==> src/rtl/ctx_slot_pkg.sv <==
package ctx_slot_pkg;
  parameter int unsigned CTX_ID_W   = 16;
  parameter int unsigned CTX_ADDR_W = 20;
  parameter int unsigned NSLOT      = 2;
  localparam int unsigned SLOT_W    = (NSLOT > 1) ? $clog2(NSLOT) : 1;
  localparam int unsigned DESC_W    = 2 + CTX_ID_W + CTX_ADDR_W;
  localparam int unsigned STAT_W    = 64;
  localparam int unsigned EVT_W     = 6;

  // event flag positions
  localparam int unsigned EV_IDLE2ACT = 0;
  localparam int unsigned EV_PREEMPT  = 1;
  localparam int unsigned EV_ELEM_SW  = 2;
  localparam int unsigned EV_ACT2IDLE = 3;
  localparam int unsigned EV_COMPLETE = 4;
  localparam int unsigned EV_LITE     = 5;

  // status word positions
  localparam int unsigned ST_CUR    = 0;
  localparam int unsigned ST_WP     = 1;
  localparam int unsigned ST_VLD0   = 2;
  localparam int unsigned ST_ACT0   = 4;
  localparam int unsigned ST_QFULL  = 6;
  localparam int unsigned ST_ID_LSB = 32;

  typedef struct packed {
    logic                  vld;
    logic                  priv;
    logic [CTX_ID_W-1:0]   id;
    logic [CTX_ADDR_W-1:0] addr;
  } desc_t;

  function automatic logic same_ctx(desc_t a, desc_t b);
    return (a.id == b.id) && (a.addr == b.addr);
  endfunction
endpackage

==> src/rtl/ctx_slot_store.sv <==
module ctx_slot_store
  import ctx_slot_pkg::*;
(
  input  logic                   clk,
  input  logic                   rst_n,
  input  logic                   wr_en,
  input  logic [SLOT_W-1:0]      wr_slot,
  input  desc_t                  wr_d0,
  input  desc_t                  wr_d1,
  output desc_t [NSLOT-1:0]      rd_d0,
  output desc_t [NSLOT-1:0]      rd_d1
);
  for (genvar s = 0; s < NSLOT; s++) begin : g_slot
    desc_t d0_q, d1_q;
    logic  ld;
    assign ld = wr_en && (wr_slot == SLOT_W'(s));
    always_ff @(posedge clk or negedge rst_n) begin
      if (!rst_n) begin
        d0_q <= '0;
        d1_q <= '0;
      end else if (ld) begin
        d0_q <= wr_d0;
        d1_q <= wr_d1;
      end
    end
    assign rd_d0[s] = d0_q;
    assign rd_d1[s] = d1_q;
  end
endmodule

==> src/rtl/ctx_sched_ctrl.sv <==
module ctx_sched_ctrl
  import ctx_slot_pkg::*;
(
  input  logic                  clk,
  input  logic                  rst_n,
  input  logic                  sub_valid,
  input  desc_t                 sub_d0,
  input  desc_t                 sub_d1,
  input  logic                  done_valid,
  input  desc_t                 done_d,
  input  logic                  done_nxt_vld,
  input  desc_t                 done_nxt_d,
  input  desc_t [NSLOT-1:0]     rd_d0,
  input  desc_t [NSLOT-1:0]     rd_d1,
  output logic                  wr_en,
  output logic [SLOT_W-1:0]     wr_slot,
  output logic                  run_vld,
  output logic [SLOT_W-1:0]     run_slot,
  output logic                  pend_vld,
  output logic [SLOT_W-1:0]     cur_ptr,
  output logic [SLOT_W-1:0]     wr_ptr,
  output logic [CTX_ID_W-1:0]   run_id,
  output logic                  req_vld,
  output logic [EVT_W-1:0]      req_flags,
  output logic [CTX_ID_W-1:0]   req_id,
  output logic                  req_defer,
  output logic                  req_follow,
  output logic                  sub_reject,
  output logic                  done_error
);
  logic              run_vld_q, run_vld_n;
  logic [SLOT_W-1:0] run_slot_q, run_slot_n;
  logic              run_elem_q, run_elem_n;
  logic              pend_vld_q, pend_vld_n;
  logic [SLOT_W-1:0] pend_slot_q, pend_slot_n;
  logic [SLOT_W-1:0] cur_q, cur_n;
  logic [SLOT_W-1:0] wp_q, wp_n;
  logic              rej_q, rej_n;
  logic              err_q, err_n;

  desc_t r0, r1, run_ctx;
  logic  sub_bad, lite_a, lite_b, suppress;

  assign r0      = rd_d0[run_slot_q];
  assign r1      = rd_d1[run_slot_q];
  assign run_ctx = run_elem_q ? r1 : r0;

  assign sub_bad  = !sub_d0.vld || (sub_d0.vld && !sub_d0.priv) ||
                    (sub_d1.vld && !sub_d1.priv);
  assign lite_a   = r1.vld && same_ctx(r1, sub_d0) && !same_ctx(r0, run_ctx);
  assign lite_b   = !r1.vld && same_ctx(r0, sub_d0);
  assign suppress = done_nxt_vld && same_ctx(done_d, done_nxt_d);

  always_comb begin
    run_vld_n   = run_vld_q;
    run_slot_n  = run_slot_q;
    run_elem_n  = run_elem_q;
    pend_vld_n  = pend_vld_q;
    pend_slot_n = pend_slot_q;
    cur_n       = cur_q;
    wp_n        = wp_q;
    rej_n       = 1'b0;
    err_n       = 1'b0;
    wr_en       = 1'b0;
    wr_slot     = wp_q;
    req_vld     = 1'b0;
    req_flags   = '0;
    req_id      = '0;
    req_defer   = 1'b0;
    req_follow  = 1'b0;
    if (sub_valid) begin
      if (sub_bad || pend_vld_q) begin
        rej_n = 1'b1;
      end else begin
        wr_en = 1'b1;
        if (!run_vld_q) begin
          run_vld_n  = 1'b1;
          run_slot_n = wp_q;
          run_elem_n = 1'b0;
          pend_vld_n = 1'b0;
          cur_n      = wp_q;
          wp_n       = ~wp_q;
          req_vld    = 1'b1;
          req_flags[EV_IDLE2ACT] = 1'b1;
        end else if (lite_a || lite_b) begin
          run_slot_n = wp_q;
          run_elem_n = 1'b0;
          pend_vld_n = 1'b0;
          cur_n      = wp_q;
          wp_n       = ~wp_q;
          req_vld    = 1'b1;
          req_flags[EV_LITE]    = 1'b1;
          req_flags[EV_PREEMPT] = 1'b1;
          req_id     = sub_d0.id;
        end else begin
          pend_vld_n  = 1'b1;
          pend_slot_n = wp_q;
        end
      end
    end else if (done_valid && !suppress) begin
      if (!run_vld_q || !same_ctx(done_d, run_ctx)) begin
        err_n = 1'b1;
      end else if (!run_elem_q && r1.vld) begin
        run_elem_n = 1'b1;
        req_vld    = 1'b1;
        req_flags[EV_COMPLETE] = 1'b1;
        req_flags[EV_ELEM_SW]  = 1'b1;
        req_id     = done_d.id;
      end else begin
        run_elem_n = 1'b0;
        pend_vld_n = 1'b0;
        req_vld    = 1'b1;
        req_flags[EV_COMPLETE] = 1'b1;
        req_flags[EV_ACT2IDLE] = 1'b1;
        req_id     = done_d.id;
        if (pend_vld_q) begin
          run_slot_n = pend_slot_q;
          cur_n      = pend_slot_q;
          wp_n       = ~pend_slot_q;
          req_defer  = 1'b1;
          req_follow = 1'b1;
        end else begin
          run_vld_n  = 1'b0;
        end
      end
    end
  end

  always_ff @(posedge clk or negedge rst_n) begin
    if (!rst_n) begin
      run_vld_q   <= 1'b0;
      run_slot_q  <= '0;
      run_elem_q  <= 1'b0;
      pend_vld_q  <= 1'b0;
      pend_slot_q <= '0;
      cur_q       <= '0;
      wp_q        <= '0;
      rej_q       <= 1'b0;
      err_q       <= 1'b0;
    end else begin
      run_vld_q   <= run_vld_n;
      run_slot_q  <= run_slot_n;
      run_elem_q  <= run_elem_n;
      pend_vld_q  <= pend_vld_n;
      pend_slot_q <= pend_slot_n;
      cur_q       <= cur_n;
      wp_q        <= wp_n;
      rej_q       <= rej_n;
      err_q       <= err_n;
    end
  end

  assign run_vld    = run_vld_q;
  assign run_slot   = run_slot_q;
  assign pend_vld   = pend_vld_q;
  assign cur_ptr    = cur_q;
  assign wr_ptr     = wp_q;
  assign run_id     = run_vld_q ? run_ctx.id : '0;
  assign sub_reject = rej_q;
  assign done_error = err_q;
endmodule

==> src/rtl/ctx_evt_out.sv <==
module ctx_evt_out
  import ctx_slot_pkg::*;
(
  input  logic                clk,
  input  logic                rst_n,
  input  logic                req_vld,
  input  logic [EVT_W-1:0]    req_flags,
  input  logic [CTX_ID_W-1:0] req_id,
  input  logic                req_defer,
  input  logic                req_follow,
  output logic                evt_valid,
  output logic [EVT_W-1:0]    evt_flags,
  output logic [CTX_ID_W-1:0] evt_ctx_id,
  output logic                evt_defer_irq
);
  logic                vld_q, vld_n;
  logic [EVT_W-1:0]    flg_q, flg_n;
  logic [CTX_ID_W-1:0] id_q, id_n;
  logic                dfr_q, dfr_n;
  logic                fol_q, fol_n;

  always_comb begin
    vld_n = 1'b0;
    flg_n = '0;
    id_n  = '0;
    dfr_n = 1'b0;
    fol_n = 1'b0;
    if (fol_q) begin
      vld_n = 1'b1;
      flg_n[EV_IDLE2ACT] = 1'b1;
    end else if (req_vld) begin
      vld_n = 1'b1;
      flg_n = req_flags;
      id_n  = req_id;
      dfr_n = req_defer;
      fol_n = req_follow;
    end
  end

  always_ff @(posedge clk or negedge rst_n) begin
    if (!rst_n) begin
      vld_q <= 1'b0;
      flg_q <= '0;
      id_q  <= '0;
      dfr_q <= 1'b0;
      fol_q <= 1'b0;
    end else begin
      vld_q <= vld_n;
      flg_q <= flg_n;
      id_q  <= id_n;
      dfr_q <= dfr_n;
      fol_q <= fol_n;
    end
  end

  assign evt_valid     = vld_q;
  assign evt_flags     = flg_q;
  assign evt_ctx_id    = id_q;
  assign evt_defer_irq = dfr_q;
endmodule

==> src/rtl/ctx_slot_sched.sv <==
module ctx_slot_sched
  import ctx_slot_pkg::*;
(
  input  logic                clk,
  input  logic                rst_n,
  input  logic                sub_valid,
  input  logic [DESC_W-1:0]   sub_desc0,
  input  logic [DESC_W-1:0]   sub_desc1,
  input  logic                done_valid,
  input  logic [DESC_W-1:0]   done_desc,
  input  logic                done_next_vld,
  input  logic [DESC_W-1:0]   done_next_desc,
  output logic                sub_reject,
  output logic                done_error,
  output logic [STAT_W-1:0]   exec_status,
  output logic                evt_valid,
  output logic [EVT_W-1:0]    evt_flags,
  output logic [CTX_ID_W-1:0] evt_ctx_id,
  output logic                evt_defer_irq
);
  desc_t [NSLOT-1:0]   rd_d0, rd_d1;
  logic                wr_en;
  logic [SLOT_W-1:0]   wr_slot;
  logic                run_vld, pend_vld;
  logic [SLOT_W-1:0]   run_slot, cur_ptr, wr_ptr;
  logic [CTX_ID_W-1:0] run_id;
  logic                req_vld, req_defer, req_follow;
  logic [EVT_W-1:0]    req_flags;
  logic [CTX_ID_W-1:0] req_id;

  ctx_slot_store u_store (
    .clk     (clk),
    .rst_n   (rst_n),
    .wr_en   (wr_en),
    .wr_slot (wr_slot),
    .wr_d0   (desc_t'(sub_desc0)),
    .wr_d1   (desc_t'(sub_desc1)),
    .rd_d0   (rd_d0),
    .rd_d1   (rd_d1)
  );

  ctx_sched_ctrl u_ctrl (
    .clk          (clk),
    .rst_n        (rst_n),
    .sub_valid    (sub_valid),
    .sub_d0       (desc_t'(sub_desc0)),
    .sub_d1       (desc_t'(sub_desc1)),
    .done_valid   (done_valid),
    .done_d       (desc_t'(done_desc)),
    .done_nxt_vld (done_next_vld),
    .done_nxt_d   (desc_t'(done_next_desc)),
    .rd_d0        (rd_d0),
    .rd_d1        (rd_d1),
    .wr_en        (wr_en),
    .wr_slot      (wr_slot),
    .run_vld      (run_vld),
    .run_slot     (run_slot),
    .pend_vld     (pend_vld),
    .cur_ptr      (cur_ptr),
    .wr_ptr       (wr_ptr),
    .run_id       (run_id),
    .req_vld      (req_vld),
    .req_flags    (req_flags),
    .req_id       (req_id),
    .req_defer    (req_defer),
    .req_follow   (req_follow),
    .sub_reject   (sub_reject),
    .done_error   (done_error)
  );

  ctx_evt_out u_evt (
    .clk           (clk),
    .rst_n         (rst_n),
    .req_vld       (req_vld),
    .req_flags     (req_flags),
    .req_id        (req_id),
    .req_defer     (req_defer),
    .req_follow    (req_follow),
    .evt_valid     (evt_valid),
    .evt_flags     (evt_flags),
    .evt_ctx_id    (evt_ctx_id),
    .evt_defer_irq (evt_defer_irq)
  );

  always_comb begin
    exec_status = '0;
    exec_status[ST_CUR] = cur_ptr[0];
    exec_status[ST_WP]  = wr_ptr[0];
    for (int s = 0; s < NSLOT; s++) begin
      exec_status[ST_VLD0 + s] = run_vld && (run_slot == SLOT_W'(s));
      exec_status[ST_ACT0 + s] = run_vld && (run_slot == SLOT_W'(s));
    end
    exec_status[ST_QFULL] = pend_vld;
    exec_status[ST_ID_LSB +: CTX_ID_W] = run_id;
  end
endmodule

==> config.mk <==
export PLATFORM = sky130hd
export DESIGN_NAME = ctx_slot_sched
export DESIGN_NICKNAME = d
export VERILOG_FILES = /design/src/rtl/ctx_slot_pkg.sv /design/src/rtl/ctx_slot_store.sv /design/src/rtl/ctx_sched_ctrl.sv /design/src/rtl/ctx_evt_out.sv /design/src/rtl/ctx_slot_sched.sv
export SDC_FILE = /design/constraint.sdc
export NUM_CORES = 1
export LEC_CHECK = 0
export BUFFER_PORTS_ARGS = -buffer_cell sky130_fd_sc_hd__buf_2
export CAP_MARGIN = 20
export CORE_MARGIN = 4
export CORE_UTILIZATION = 50
export DETAILED_ROUTE_END_ITERATION = 16
export MAX_ROUTING_LAYER = met4
export PLACE_DENSITY = 0.81
export SLEW_MARGIN = 25
export SYNTH_ARGS = -nofsm -noshare
export SYNTH_HDL_FRONTEND = slang
export SYNTH_SLANG_ARGS = --single-unit
==> constraint.sdc <==
create_clock -name clk -period 3.1 [get_ports clk]
set_input_delay 0.62 -clock clk [delete_from_list [all_inputs] [get_ports clk]]
set_output_delay 0.62 -clock clk [all_outputs]
set_load 0.1 [all_outputs]
# Word-level counts from Yosys, hierarchy flattened
# Cells that the tools add are included.
# Widths: inputs -> output; s select.
# totals
ff_bits	180
in_bits	157
out_inout_bits	90
word_cells	168
# op_classes
n_lt_le_gt_ge	1
eq_ne	15
muxes	85
bitwise	5
n_reduce_logical	38
# op_table
cell	n
$mux 16	9
$mux 36	3
$eq 20x20->1	5
$eq 16x16->1	5
$mux 38	2
$mux 1	64
$logic_and 1x1->1	17
$reduce_and 4->1	3
$logic_not 1->1	9
$mux 3	3
$ne 2x2->1 const B	4
$mux 6	1
$reduce_and 6->1	1
$logic_or 1x1->1	5
$mux 5	1
$not 1->1	5
$reduce_and 5->1	1
$mux 2	2
$reduce_bool 2->1	2
$ne 3x3->1 const B	1
$lt 1x2->1 const B	1

# Longest topological paths before layout
# logic_depth
ltp_word	14
depth_mapped	15
depth_no_buf	9

# Cells and area by module
# Synthesis repeated with hierarchy kept, for this count alone.
# unflattened
hier_cells	1101
area_unflattened_um2	12508.2
# by_module_without_submodules
mod	instances	cells_each	area_per_inst_um2	seq_area_each_um2
ctx_slot_store	1	322	5666.7	3803.6
ctx_sched_ctrl	1	676	5584.1	200.2
ctx_evt_out	1	54	892.1	625.6
ctx_slot_sched	1	49	365.4	0.0

# Least setup slack after synthesis
# Ideal clock, no wire load.
# synth_timing
path_kind	register -> output
from	reg u_ctrl.run_slot_q (netlist: u_ctrl.run_slot)
to	out exec_status[37]
arrival_time_ns	4.020
required_time_ns	2.480
setup_slack_ns	-1.540
stages_incl_launch_ff	10
n_path_buf	7
path_cell_list	dfrtp_1 buf_6 buf_12 buf_6 buf_2 buf_2 buf_2 buf_1 nor2b_1 a211oi_1
# synth_between
elab_chain_cells	4
word_cells_on_any_way	6
cone_classes	6 x mux
# synth_lines
element	line	source
from (decl)	ctx_sched_ctrl.sv:32	logic [SLOT_W-1:0] run_slot_q, run_slot_n;
from (signal assigned)	ctx_sched_ctrl.sv:142	run_slot_q <= run_slot_n;
$mux 36 (not written as such) or $mux 38 (tied branches) (2 in series)	ctx_sched_ctrl.sv:44, ctx_sched_ctrl.sv:45	
$mux 36 (*)	ctx_sched_ctrl.sv:46	assign run_ctx = run_elem_q ? r1 : r0;
$mux 16 (*)	ctx_sched_ctrl.sv:158	assign run_id = run_vld_q ? run_ctx.id : '0;
to (decl)	ctx_slot_sched.sv:15	output logic [STAT_W-1:0] exec_status,
# Every way passes the cells marked *; elsewhere a longest branch is shown, timed or not. The select of a mux whose other input is x is not followed.

# Worst setup path after layout
# layout_timing
from	reg u_ctrl.run_slot_q (netlist: u_ctrl.run_slot)
to	reg u_evt.id_q[11] (netlist: u_evt.evt_ctx_id[11])
# layout_between
elab_chain_cells	14
word_cells_on_any_way	39
cone_classes	8 x eq/ne; 19 x mux; 12 x reduce/logical
# layout_lines
element	line	source
$mux 36 (not written as such) or $mux 38 (tied branches) (2 in series)	ctx_sched_ctrl.sv:44, ctx_sched_ctrl.sv:45	
$mux 36	ctx_sched_ctrl.sv:46	
$eq 20x20->1 or $eq 16x16->1 (tied branches)	ctx_slot_pkg.sv:34	return (a.id == b.id) && (a.addr == b.addr);
$logic_and 1x1->1	ctx_slot_pkg.sv:34	
$logic_not 1->1	ctx_sched_ctrl.sv:50	assign lite_a = r1.vld && same_ctx(r1, sub_d0) && !same_ctx(r0, run_ctx);
$logic_and 1x1->1	ctx_sched_ctrl.sv:50	
$logic_or 1x1->1	ctx_sched_ctrl.sv:85	end else if (lite_a || lite_b) begin
$mux 16 or $mux 1 (tied branches)	ctx_sched_ctrl.sv:85	
$mux 16 or $mux 1 (tied branches)	ctx_sched_ctrl.sv:76	if (!run_vld_q) begin
$mux 16 or $mux 1 (tied branches)	ctx_sched_ctrl.sv:72	if (sub_bad || pend_vld_q) begin
$mux 16 or $mux 1 (tied branches)	ctx_sched_ctrl.sv:71	if (sub_valid) begin
$mux 16 (*)	ctx_evt_out.sv:31	end else if (req_vld) begin
$mux 16 (*)	ctx_evt_out.sv:28	if (fol_q) begin
net u_evt.id_n[11]	ctx_evt_out.sv:18	logic [CTX_ID_W-1:0] id_q, id_n;
to (signal assigned)	ctx_evt_out.sv:50	id_q <= id_n;
to (decl)	ctx_evt_out.sv:18	
# The timed path passes the listed nets; every way through them passes the cells marked *. The select of a mux whose other input is x is not followed.
# A chain may end at the register's enable or synchronous reset.

==> metrics.yaml <==
finalSetupViolCount: 22
yosysMostFrequentCell: "dfrtp_1"
r2r-end: "u_evt.evt_ctx_id[11]"
crit_top_cell: "buf_4"
p_sw_mw: 4.35
routed_wl_mm: 38.6
reg2reg_slack_ns: -0.16
synth_commonest_cells: "dfrtp_1, mux2_2, xor2_1"
cp_slowest_cell: "dfrtp_4"
insertion_delay_ns: 0.44
crit_path_start_kind: "register"
ctsRootBufferMaster: "clkbuf_16"
cts_hold_repair.buffers: 0
first_pass_iters: 6
drt-initial-drc-count: 749
vias: 9462
r2r_start: "u_ctrl.run_slot"
synth_largest_area_cell: "dfrtp_1"
maxSlewViolCount: 0
fin_crit_ns: 3.26
grt_setup_unrepaired: "yes"
cts-buffers-inserted: 17
chipHeight_um: 159
synth_cells: 1009
cts_buffer_depth: 2
met1_usage_pct: 38.6
cap_viol_max_count: 0
synth_top_area_share_pct: 38.8
cpLargestDelayFamily: "buffers and inverters"
cts.sinks: 177
drt-wirelength-per-cell_um: 24.0
num_io_pins: 247
min_period_over_period_pct: 105
area_delta_synth_final_pct: 24.8
ys_top_cells_by_area: "dfrtp_1, mux2_2, mux2i_1"
grt_pass1_wl_mm: 58.2
hold_viol_final: 0
path_buf_inv: 6
critPathMaxFanout: 7
core_area_um2: 22600
synth_compound_area_share_pct: 7.19
holdCritPathClass: "in2async"
die-width_um: 159
final_area_um2: 14200
skew_ns: 0.0163
swShare_pct: 42.8
tightest_slew_ns: 0.718
grt_max_degree: 74
p_int_mw: 5.80
synth-simple-area-share_pct: 6.90
synth-main-ff-cell: "dfrtp_1"
drive_gt1_share_pct: 41.7
io_buffer_count: 201
cp.required_ns: 3.47
slowest_delay_ns: 0.55
ir_drop_mv: 0.430
yosys.area_share.adder_pct: 0
syn_avg_cell_area_um2: 11.3
end_kind: "register"
synth_enable_flop_cells: 0
netlist-cell-type-count: 59
crit_arrival_ns: 3.63
clk_pin_slew_ns: 0.07
clockPowerShare_pct: 21.8
met2_usage_pct: 50.1
finalNetCount: 1462
reg2reg_depth: 14
final.setup.worst_slack_ns: -0.165
ys_seq_elements: 177
htreeDepth: 4
leakagePower_nw: 6.51
gr-usage-met3_pct: 5.77
path_cells: "buf_6 -> buf_6 -> buf_4 -> buf_4 -> mux2i_2 -> xnor2_1 -> nor4_1 -> nand2_1 -> nor4_2 -> o21ai_2 -> a2111oi_4 -> buf_4 -> buf_12 -> a22o_1"
synth-seq-area-share_pct: 38.8
violations: "negative setup slack"
synth_area_um2: 11400
drc: 0
grt_pass1_vias: 9706
pwr_density_cell_nw_per_um2: 712
p_seq_share_pct: 32.3
async_flop_share_pct: 100
overflow: 0
synth_xor_area_share_pct: 14.3
dpl-instance-area_um2: 13400
initial_core_util_pct: 50.6
grt.busiest_layer: "met2"
fin_setup_tns_ns: -2.59
pre_cts_ws_ns: -0.348
viasPerCell: 5.90
ys_warn_count: 0
max_slew_margin_pct: 51.6
grt_antenna_before_repair: 2
post-route-util_pct: 63.1
rows: 55
timing.fmax_mhz: 306
tritoncts: "done"
power.share.combinational_pct: 45.9
gp_congestion: 0.996
dieArea_um2: 25300
outcome: "finished with violations"
dp_hpwl_mm: 29.9
ant_nets: 0
worstSetupPathType: "reg2reg"
synth_top_family_by_area: "multiplexers"
track_usage_pct: 30.7
synth.mux.area_fraction_pct: 26.1
## flip-flops by register name, indices dropped and copies added, names as in the netlist
name	cells
u_ctrl.wr_ptr	1
u_ctrl.run_slot	1
u_store.rd_d1	74
u_ctrl.sub_reject	1
u_ctrl.pend_vld	1
u_evt.fol_q	1
u_ctrl.run_elem_q	1
u_evt.evt_flags	5
u_evt.evt_valid	1
u_ctrl.done_error	1
u_evt.evt_ctx_id	16
u_store.rd_d0	72
u_ctrl.run_vld	1
u_ctrl.pend_slot_q	1
## cells by family after synthesis
family,count (synthesis)
mux,260
simple gates,144
flops,177
compound gates,113
buf+inv,127
xor+xnor,187
other cells,1
## repair_timing
item	4_1_cts	5_1_grt
buffers inserted	7	3
setup endpoints to repair	27	30
gates cloned	0	1
gates resized for setup	22	21
pin swaps	12	15
## power groups by stage
| stage | Clock, mW | Sequential, mW | Combinational, mW |
|---|---|---|---|
| 2_1_floorplan | 0 | 3.16 | 3.06 |
| 4_1_cts | 2.24 | 3.24 | 4.56 |
| 3_3_place_gp | 0 | 3.25 | 4.43 |
| 3_5_place_dp | 0 | 3.28 | 4.48 |
| 6_report | 2.21 | 3.27 | 4.66 |
| 5_1_grt | 2.35 | 3.32 | 4.87 |
## cells in the final DEF, fill, tap and decap left out, types with 12 or more instances in the layout
master     instances
and2_1            12
clkbuf_16         18
o21ai_0           25
mux2i_1          105
buf_4            113
nand2_1           30
nand4_1           20
nor4_1            22
xor2_1           114
mux4_2            17
mux2_2           131
inv_1             34
buf_2            197
xnor2_1           72
conb_1            41
dfrtp_1          175
a22o_1            20
## metrics by stage
step | hold slack, ns | power [mW] | cells
floorplan | 0.324 | 6.22 | 1049
global placement | 0.498 | 7.67 | 1562
detailed placement | 0.504 | 7.75 | 1562
CTS | 0.229 | 10.0 | 1601
global route | 0.239 | 10.5 | 1605
finish | 0.197 | 10.1 | 1605
## layout make-up
class	count	area (µm²)
Multi-Input combinational cell	745	6600
Fill cell	1811	8330
Tap cell	285	357
Antenna cell	2	5.00
Sequential cell	177	4430
Inverter	36	138
Clock buffer	21	470
Clock inverter	11	129
Timing Repair Buffer	328	2110
## worst max-delay path by stage
stage,start,end,depth (start not counted)
floorplan,u_ctrl.run_slot,exec_status[37],9
global placement,u_ctrl.run_slot,u_evt.evt_ctx_id[7],13
detailed placement,u_ctrl.run_slot,u_evt.evt_ctx_id[2],13
CTS,u_ctrl.run_slot,u_evt.evt_ctx_id[2],15
global route,u_ctrl.run_slot,u_evt.evt_ctx_id[6],15
finish,u_ctrl.run_slot,u_evt.evt_ctx_id[11],14
## metal layers
metal / wire (µm) / vias to the layer above
met3: 2750 / 86
li1: - / 4144
met5: 0 / -
met2: 18700 / 488
met1: 15600 / 4744
met4: 1560 / 0
No activity file was read; power rests on OpenSTA's default activity.
